$ cat config.mk
export PLATFORM = sky130hd
export DESIGN_NAME = disp_fetch_arb
export DESIGN_NICKNAME = d
export VERILOG_FILES = /design/src/rtl/disp_arb_pkg.sv /design/src/rtl/disp_line_meter.sv /design/src/rtl/disp_burst_cnt.sv /design/src/rtl/disp_fetch_arb.sv
export SDC_FILE = /design/constraint.sdc
export NUM_CORES = 1
export LEC_CHECK = 0
export CAP_MARGIN = 20
export CORE_AREA = 2 2 76 78
export DETAILED_ROUTE_END_ITERATION = 8
export DIE_AREA = 0 0 78 80
export MAX_ROUTING_LAYER = met4
export PLACE_DENSITY_LB_ADDON = 0.12
export SYNTH_ARGS = -nofsm -noshare
export SYNTH_HDL_FRONTEND = slang
export SYNTH_HIERARCHICAL = 1
export SYNTH_SLANG_ARGS = --single-unit
export TNS_END_PERCENT = 20
$ cat constraint.sdc
create_clock -name clk -period 5.1 [get_ports clk]
set_clock_uncertainty 0.1 [all_clocks]
set_input_delay 1.02 -clock clk [delete_from_list [all_inputs] [get_ports clk]]
set_output_delay 1.02 -clock clk [all_outputs]
set_load 0.005 [all_outputs]
$ cat src/rtl/disp_arb_pkg.sv
package disp_arb_pkg;
  typedef enum logic [1:0] {
    ARB_IDLE = 2'd0,
    ARB_DISP = 2'd1,
    ARB_OTH  = 2'd2
  } arb_state_e;
endpackage

$ cat src/rtl/disp_line_meter.sv
// Per-line byte meter: accumulates bytes delivered by display cycles and
// compares them with the budget scaled to the selected cycle width.
module disp_line_meter #(
  parameter int LEN_W = 11
) (
  input  logic             clk,
  input  logic             rst,
  input  logic             line_start,
  input  logic             count_en,
  input  logic             wide_bus,
  input  logic             len_en,
  input  logic [LEN_W-1:0] len,
  output logic             cap_next,
  output logic             line_done
);
  localparam int CNT_W = LEN_W + 3;

  logic [CNT_W-1:0] byte_q, byte_d, unit, limit, sat;
  logic [CNT_W:0]   sum;

  assign unit  = wide_bus ? CNT_W'(8) : CNT_W'(4);
  assign limit = wide_bus ? {len, 3'b000} : {1'b0, len, 2'b00};
  assign sum   = {1'b0, byte_q} + {1'b0, unit};
  assign sat   = sum[CNT_W] ? {CNT_W{1'b1}} : sum[CNT_W-1:0];

  always_comb begin
    if (line_start)    byte_d = '0;
    else if (count_en) byte_d = sat;
    else               byte_d = byte_q;
  end

  assign cap_next = len_en && (byte_d >= limit);

  always_ff @(posedge clk) begin
    if (rst) begin
      byte_q    <= '0;
      line_done <= 1'b0;
    end else begin
      byte_q    <= byte_d;
      line_done <= cap_next;
    end
  end
endmodule

$ cat src/rtl/disp_burst_cnt.sv
// Counts completed cycles inside one display burst.
module disp_burst_cnt #(
  parameter int N_W = 8
) (
  input  logic           clk,
  input  logic           rst,
  input  logic           clear,
  input  logic           inc,
  input  logic [N_W-1:0] burst_n,
  output logic           last
);
  logic [N_W-1:0] cnt_q;
  logic [N_W:0]   inc_val;

  assign inc_val = {1'b0, cnt_q} + 1'b1;
  assign last    = inc_val >= {1'b0, burst_n};

  always_ff @(posedge clk) begin
    if (rst || clear) cnt_q <= '0;
    else if (inc)     cnt_q <= inc_val[N_W-1:0];
  end
endmodule

$ cat src/rtl/disp_fetch_arb.sv
module disp_fetch_arb
  import disp_arb_pkg::*;
#(
  parameter int N_W      = 8,
  parameter int LEN_LO_W = 8,
  parameter int LEN_HI_W = 3
) (
  input  logic                clk,
  input  logic                rst,
  input  logic                line_start,
  input  logic                disp_req,
  input  logic                oth_req,
  input  logic                cyc_done,
  input  logic [N_W-1:0]      burst_n,
  input  logic [LEN_LO_W-1:0] len_lo,
  input  logic [LEN_HI_W-1:0] len_hi,
  input  logic                len_en,
  input  logic                wide_bus,
  output logic                disp_gnt,
  output logic                oth_gnt,
  output logic                line_done
);
  localparam int LEN_W = LEN_LO_W + LEN_HI_W;

  arb_state_e state_q, state_d;
  logic       disp_ok, disp_cyc, burst_clr, burst_last, cap_next, n_zero;

  assign disp_ok  = disp_req && !line_done;
  assign disp_cyc = (state_q == ARB_DISP) && cyc_done;
  assign n_zero   = (burst_n == '0);

  disp_line_meter #(.LEN_W(LEN_W)) u_meter (
    .clk       (clk),
    .rst       (rst),
    .line_start(line_start),
    .count_en  (disp_cyc),
    .wide_bus  (wide_bus),
    .len_en    (len_en),
    .len       ({len_hi, len_lo}),
    .cap_next  (cap_next),
    .line_done (line_done)
  );

  disp_burst_cnt #(.N_W(N_W)) u_burst (
    .clk    (clk),
    .rst    (rst),
    .clear  (burst_clr),
    .inc    (disp_cyc),
    .burst_n(burst_n),
    .last   (burst_last)
  );

  always_comb begin
    state_d   = state_q;
    burst_clr = 1'b0;
    unique case (state_q)
      ARB_IDLE: begin
        if (disp_ok) begin
          state_d   = ARB_DISP;
          burst_clr = 1'b1;
        end else if (oth_req) begin
          state_d = ARB_OTH;
        end
      end
      ARB_DISP: begin
        if (n_zero || (cyc_done && (burst_last || cap_next)))
          state_d = oth_req ? ARB_OTH : ARB_IDLE;
      end
      ARB_OTH: begin
        if (!oth_req) begin
          state_d = ARB_IDLE;
        end else if (cyc_done && disp_ok) begin
          state_d   = ARB_DISP;
          burst_clr = 1'b1;
        end
      end
      default: state_d = ARB_IDLE;
    endcase
  end

  always_ff @(posedge clk) begin
    if (rst) begin
      state_q  <= ARB_IDLE;
      disp_gnt <= 1'b0;
      oth_gnt  <= 1'b0;
    end else begin
      state_q  <= state_d;
      disp_gnt <= (state_d == ARB_DISP);
      oth_gnt  <= (state_d == ARB_OTH);
    end
  end
endmodule

==> metrics.cfg, run 1 <==
[detailed_routing]
routed_wl_um = 4860
num_vias = 1828
avgRoutedWirePerCell_um = 14.0
drc = 0
ant_nets = 0
vias_per_cell = 5.25
drt_iter0_drc = 131
drtPass1Iterations = 4

[placed_design]
placed_area_sq_um = 2460
hpwlAfterDp_um = 3750
gp_congestion = 0.805
dp.cells = 344
place_ws_ns = 0.325
port_buffers = 29

[logic_synthesis]
yosys-top-cells-area = dfxtp_1, ha_1, mux2i_1
ys_seq_elements = 27
post_synth_num_cell_types = 56
netlist_instances = 248
ys_seq_area_frac = 0.257
synth_edf_count = 0
netlist.area_leader.share = 0.257
ys.flop_type = dfxtp_1
synthArstFlopShare = 0
yosysMostFrequentCell = nor2_1
synthesis.area_sq_um = 2100
synth_common_cells = nor2_1, dfxtp_1, ha_1
yosys_warnings = 6
avgSynthCellArea_sq_um = 8.48
synth_largest_area_cell = dfxtp_1
synth_fp_nets = 299

[grt]
first_global_vias = 1743
grt_max_degree = 15
antenna_found_initial = 0
grt_pass1_wl_um = 8110
grt.overflow.total = 0
grt.total_usage = 0.168

[clocking]
clockRootBuffer = clkbuf_8
cts_sinks = 27
cts-buffers-inserted = 3
cts_buffer_depth = 2
hold_buffers = 0
post_cts.repair.setup_buffers = 0
clk_pin_slew_ns = 0.10
ctsResizeCount = 0
h-tree-depth = 1
cts_tree = yes
clkLatencyLatePin_ns = 0.28

[finish]
antenna_cells = 0
final_nets = 328
fin_area_sq_um = 2510
drive_gt1_frac = 0.0725
area_growth_pct = 19.4
fill_cells = 555
area.sequential_sq_um = 541
layout.cells.non_filler = 348
multi_input_area_sq_um = 1470

[sta]
finalSetupViolations = 0
worst_pin_slew_ns = 0.546
max_clock_freq_mhz = 222
period_share = 0.883
fin_tns_setup_ns = 0
min_period_ns = 4.50
fin_ws_ns = 0.598
hold_viol = 0
rsz0062_at_grt = no
drv_slew = 0
maxSlewHeadroom = 0.635

[setup_path]
crit_end = state_q[1]
r2r-start = u_meter/byte_q[2]
crit_cells = 18
worstPathRequired_ns = 5.17
path_class = input port to flop
startpoint = wide_bus
cp_top_family = compound AO/OA/AOI/OAI gates
worstPathMaxFanout = 6
cpMaxStageDelayCell = clkdlybuf4s50_1
rrSetupSlack_ns = 1.52
cp.arrival_ns = 4.58
worst-r2r-cell-count = 16
slowest_delay_ns = 0.42
critPathBufInv = 4
path_cells = clkdlybuf4s50_1 > inv_1 > ha_1 > inv_1 > fa_1 > nand4b_2 > nor4_1 > buf_4 > nor2_1 > nor2_1 > ha_1 > a21o_1 > a21oi_1 > a211o_1 > a31oi_1 > o21ai_0 > o21ai_2 > o2bb2ai_1
r2r-end = state_q[1]
crit_path_end_kind = flop
critPathLaunchType = input port

[floorplanning]
die_w_um = 78
start_util = 0.389
chipHeight_um = 80
die_area_sq_um = 6240
fp.coreArea_sq_um = 5410
pin_count = 30
num_rows = 27

[job]
max-cap-violations = 0

[power_and_ir_drop]
p_total_uw = 428
vdd_drop_max_v = 0.000103
leakage_uw = 0.00110
power_density_nw_per_um2 = 171

[hold_path]
worstHoldStart = u_meter/byte_q[1]
hold_class = flop to flop

[outcome]
outcome = complete, no violations

==> cells in the final DEF (no fill, tap or decap), types with 5 or more instances in the layout <==
master,count
dfxtp_1,27
xnor2_1,5
nand4_1,8
ha_1,23
clkdlybuf4s50_1,29
xor2_1,10
a21oi_1,12
nand2_1,11
nand3_1,8
nor3_1,6
inv_1,15
nor2_1,34
mux2i_1,15
==> worst min-delay path, stage by stage (launching register included) <==
cell	delay [ns]
dfxtp_1	0.34
nor2_1	0.05
nor2_1	0.06
==> state kept, by name, summed over array words and instances, names as in the netlist <==
register / flops
u_meter/line_done: 1
state_q: 2
u_burst/cnt_q: 8
u_meter/byte_q: 14
disp_gnt: 1
oth_gnt: 1
==> where the power goes <==
group,switching (uW),internal (uW),leakage [uW]
Sequential,3.95,215,0.000218
Clock,72.0,56.1,0.0000228
Combinational,38.8,42.2,0.000858
==> metrics by stage <==
step | hold WS (ns) | util
final | 0.376 | 0.464
after global routing | 0.423 | 0.464
after CTS | 0.383 | 0.464
after detailed placement | 0.359 | 0.456
after global placement | 0.348 | 0.456
after floorplan | 0.341 | -
==> area by class of cell <==
type,count,area share
Sequential cell,27,0.215
Inverter,15,0.0224
Clock buffer,4,0.0179
Tap cell,72,0.0359
Timing Repair Buffer,32,0.125
Multi-Input combinational cell,198,0.584
==> worst min path at each step <==
stage	endpoint	slack (ns)	cells past startpoint
final	u_meter/byte_q[1]	0.38	2
after global routing	u_meter/byte_q[0]	0.42	2
after CTS	u_meter/byte_q[1]	0.38	2
after detailed placement	u_meter/byte_q[1]	0.36	2
after global placement	u_meter/byte_q[1]	0.35	2
after floorplan	u_meter/byte_q[1]	0.34	2
==> logic make-up (layout without fill, tap and decap cells) <==
family,after synthesis,after routing,share of synthesized area
xor gates and xnor gates,15,15,0.0625
and+or+nand+nor,98,98,0.258
buffers and inverters,23,51,0.0458
adders and majority gates,24,24,0.146
DFF,27,27,0.257
muxes,15,15,0.0714
AOI/OAI and AO/OA,46,46,0.158
==> metal layers <==
| layer | up-vias | track usage | wire [um] | part of all wire |
|---|---|---|---|---|
| met5 | - | - | 0 | 0 |
| met4 | 0 | 0.0474 | 56 | 0.012 |
| met3 | 4 | 0.0283 | 174 | 0.036 |
| met2 | 32 | 0.278 | 2300 | 0.47 |
| met1 | 833 | 0.213 | 2330 | 0.48 |
| li1 | 959 | - | - | - |
Power figures use the tool's default switching activity.
==> inputs of run 2 (changes only) <==
--- a/config.mk
+++ b/config.mk
@@ -5,10 +5,11 @@
 export SDC_FILE = /design/constraint.sdc
 export NUM_CORES = 1
 export LEC_CHECK = 0
+export ABC_AREA = 1
 export CAP_MARGIN = 20
-export CORE_AREA = 2 2 76 78
+export CORE_AREA = 2 2 77 79
 export DETAILED_ROUTE_END_ITERATION = 8
-export DIE_AREA = 0 0 78 80
+export DIE_AREA = 0 0 79 81
 export MAX_ROUTING_LAYER = met4
 export PLACE_DENSITY_LB_ADDON = 0.12
 export SYNTH_ARGS = -nofsm -noshare
==> metrics.cfg, run 2 <==
[clocking]
cts_sinks = 27  ; unchanged
clockRootBuffer = clkbuf_8
ctsResizeCount = 0  ; unchanged
clk_pin_slew_ns = 0.09  ; about the same
post_cts.repair.setup_buffers = 0  ; unchanged
clkLatencyLatePin_ns = 0.27  ; about the same
hold_buffers = 0  ; unchanged
cts_tree = yes
cts_buffer_depth = 2  ; unchanged
h-tree-depth = 1  ; unchanged
cts-buffers-inserted = 3  ; unchanged

[finish]
multi_input_area_sq_um = 1390  ; -5.0%
regMostFlops = u_meter/byte_q
drive_gt1_frac = 0.0865  ; +0.0140
area_growth_pct = 18.8
layout_commonest_cell = nand2_1
final_nets = 399  ; +22%
fill_cells = 632  ; +14%
area.sequential_sq_um = 541  ; unchanged
mostFrequentLayoutCells = nand2_1, inv_1, nor2_1, clkdlybuf4s50_1, dfxtp_1
antenna_cells = 0  ; unchanged
largest_registers = u_meter/byte_q (14), u_burst/cnt_q (8), state_q (2)
largest_register_ffs = 14  ; unchanged

[setup_path]
r2r-end = oth_gnt
rrSetupSlack_ns = 1.50  ; -0.02 ns
worstPathRequired_ns = 5.13  ; -0.04 ns
r2r-start = u_meter/byte_q[2]
startpoint = wide_bus
worst-r2r-cell-count = 25  ; +9
crit_path_end_kind = flop
worstPathMaxFanout = 15  ; +9
path_class = input port to flop
cp.arrival_ns = 4.62  ; +0.04 ns
critPathLaunchType = input port

[floorplanning]
chipHeight_um = 81  ; +1.3%
fp.coreArea_sq_um = 5680  ; +5.0%
die_w_um = 79  ; +1.3%
pin_count = 30  ; unchanged
num_rows = 28  ; +3.7%
die_area_sq_um = 6400  ; +2.5%
start_util = 0.384  ; -0.00507

[logic_synthesis]
ys_seq_elements = 27  ; unchanged
yosysMostFrequentCell = nand2_1
synth_fp_nets = 369  ; +23%
yosys_warnings = 6  ; unchanged
synth_edf_count = 0  ; unchanged
avgSynthCellArea_sq_um = 6.85  ; -19%
synthArstFlopShare = 0  ; unchanged
ys_seq_area_frac = 0.248  ; -0.00901
synth_largest_area_cell = dfxtp_1
ys.flop_type = dfxtp_1
netlist_instances = 318  ; +28%
yosys-top-cells-area = dfxtp_1, ha_1, nand2_1
netlist.area_leader.share = 0.248  ; -0.00901
post_synth_num_cell_types = 38  ; -32%
synthesis.area_sq_um = 2180  ; +3.6%
synth_common_cells = nand2_1, inv_1, nor2_1

[sta]
rsz0062_at_grt = no
max_clock_freq_mhz = 218  ; -1.9%
fin_tns_setup_ns = 0  ; unchanged
period_share = 0.900  ; +0.0172
maxSlewHeadroom = 0.425  ; -0.210
hold_viol = 0  ; unchanged
drv_slew = 0  ; unchanged
min_period_ns = 4.59  ; +0.0877 ns
worst_pin_slew_ns = 0.860  ; +0.314 ns
finalSetupViolations = 0  ; unchanged

[detailed_routing]
vias_per_cell = 4.62  ; -12%
avgRoutedWirePerCell_um = 10.7  ; -24%
drtPass1Iterations = 4  ; unchanged
routed_wl_um = 4510  ; -7.3%
num_vias = 1951  ; +6.7%
drt_iter0_drc = 92  ; -30%
ant_nets = 0  ; unchanged
drc = 0  ; unchanged

[power_and_ir_drop]
p_total_uw = 432  ; +1.0%
power.share.sequential = 0.511  ; about the same
vdd_drop_max_v = 0.0000919  ; -11%
power_density_nw_per_um2 = 167  ; -2.0%
net-switching-power_uw = 119  ; +3.4%
pwr-share-clk = 0.284  ; -0.015
internal_power_uw = 314  ; +0.16%
p_comb_frac = 0.205  ; +0.016
sw_frac_of_total = 0.275  ; +0.00636
leakage_uw = 0.00124  ; +13%

[grt]
grt_max_degree = 21  ; +6
first_global_vias = 1811  ; +3.9%
antenna_found_initial = 0  ; unchanged
grt.total_usage = 0.155  ; -0.0132
grt.overflow.total = 0  ; unchanged
grt_pass1_wl_um = 7870  ; -3.1%

[hold_path]
hold_end = u_burst/cnt_q[1]
worstHoldStart = u_burst/cnt_q[1]
hold_depth = 2  ; unchanged
hold_class = flop to flop

[outcome]
outcome = complete, no violations

[placed_design]
port_buffers = 29  ; unchanged
hpwlAfterDp_um = 3730  ; -0.74%
gp_congestion = 0.822  ; +2.0%

[job]
max-cap-violations = 0  ; unchanged

## run 2: cell types whose count changed in the layout (fill, tap and decap cells not counted), sizes merged, moves of 4 or more
cell / change
o2bb2ai: -4
nor2: +7
nand4: -8
mux2i: -8
inv: +40
nand2: +65
nor2b: -4
o21ai: +12
a21oi: +7
xor2: -5
## run 2: through the flow
stage	instances	area [sq um]	setup slack (ns)	hold WS, ns	util
2_1_floorplan	318	2180	1.06	0.368	-
3_3_place_gp	418	2540	0.309	0.386	0.448
3_5_place_dp	418	2540	0.235	0.387	0.448
4_1_cts	422	2590	0.524	0.401	0.456
5_1_grt	422	2590	0.102	0.434	0.456
6_report	422	2590	0.510	0.399	0.456
## run 2: worst max-delay path by stage
stage / end / slack [ns]
3_5_place_dp: oth_gnt / 0.24
3_3_place_gp: oth_gnt / 0.31
5_1_grt: oth_gnt / 0.10
2_1_floorplan: oth_gnt / 1.06
6_report: oth_gnt / 0.51
4_1_cts: oth_gnt / 0.52
## run 2: area by class of cell
cell class                 instances  area share
clock buffer                       3      0.0160
clock inverter                     1     0.00193
inverter                          56      0.0812
multi-input combinational        229       0.538
sequential                        27       0.209
tap                               75      0.0363
timing repair buffer              31       0.118
## run 2: critical path: stages
cell	delay [ns]
clkdlybuf4s50_1	0.41
inv_1	0.15
ha_1	0.20
inv_1	0.05
fa_1	0.36
inv_1	0.09
nand2_2	0.09
nor2_4	0.17
nand3_4	0.21
a21boi_1	0.19
o21ai_1	0.08
nand2_1	0.07
inv_1	0.06
ha_1	0.23
a21oi_1	0.15
o21a_1	0.12
nand2_1	0.06
nor2_1	0.14
nand2_1	0.08
nand2_1	0.07
inv_1	0.04
o21ai_0	0.22
o21ai_0	0.14
nand2_1	0.07
nand2_1	0.04
nand2_1	0.06
nor2_1	0.04
## run 2: power groups by stage
stage,combinational [uW],sequential [uW],clock [uW]
CTS,89.7,221,127
finish,88.6,221,123
global placement,88.8,226,0
floorplan,51.9,225,0
global route,102,222,134
detailed placement,89.0,226,0
## run 2: kinds of logic (layout without fill, tap and decap cells)
logic type,count (synthesis),in the layout,share of synthesized area
flops,27,27,0.248
buf+inv,62,91,0.115
mux,7,7,0.0322
compound gates,46,46,0.126
fa+ha+maj,24,24,0.141
xor+xnor,9,9,0.0362
simple gates,143,143,0.301
## run 2: routing by layer
layer  vias to the layer above  GRT usage  wire (um)
met2                        28      0.236       1860
met4                         0     0.0293         29
met1                       854      0.224       2480
li1                       1065          -          -
met3                         4     0.0144        135
met5                         -          -          0
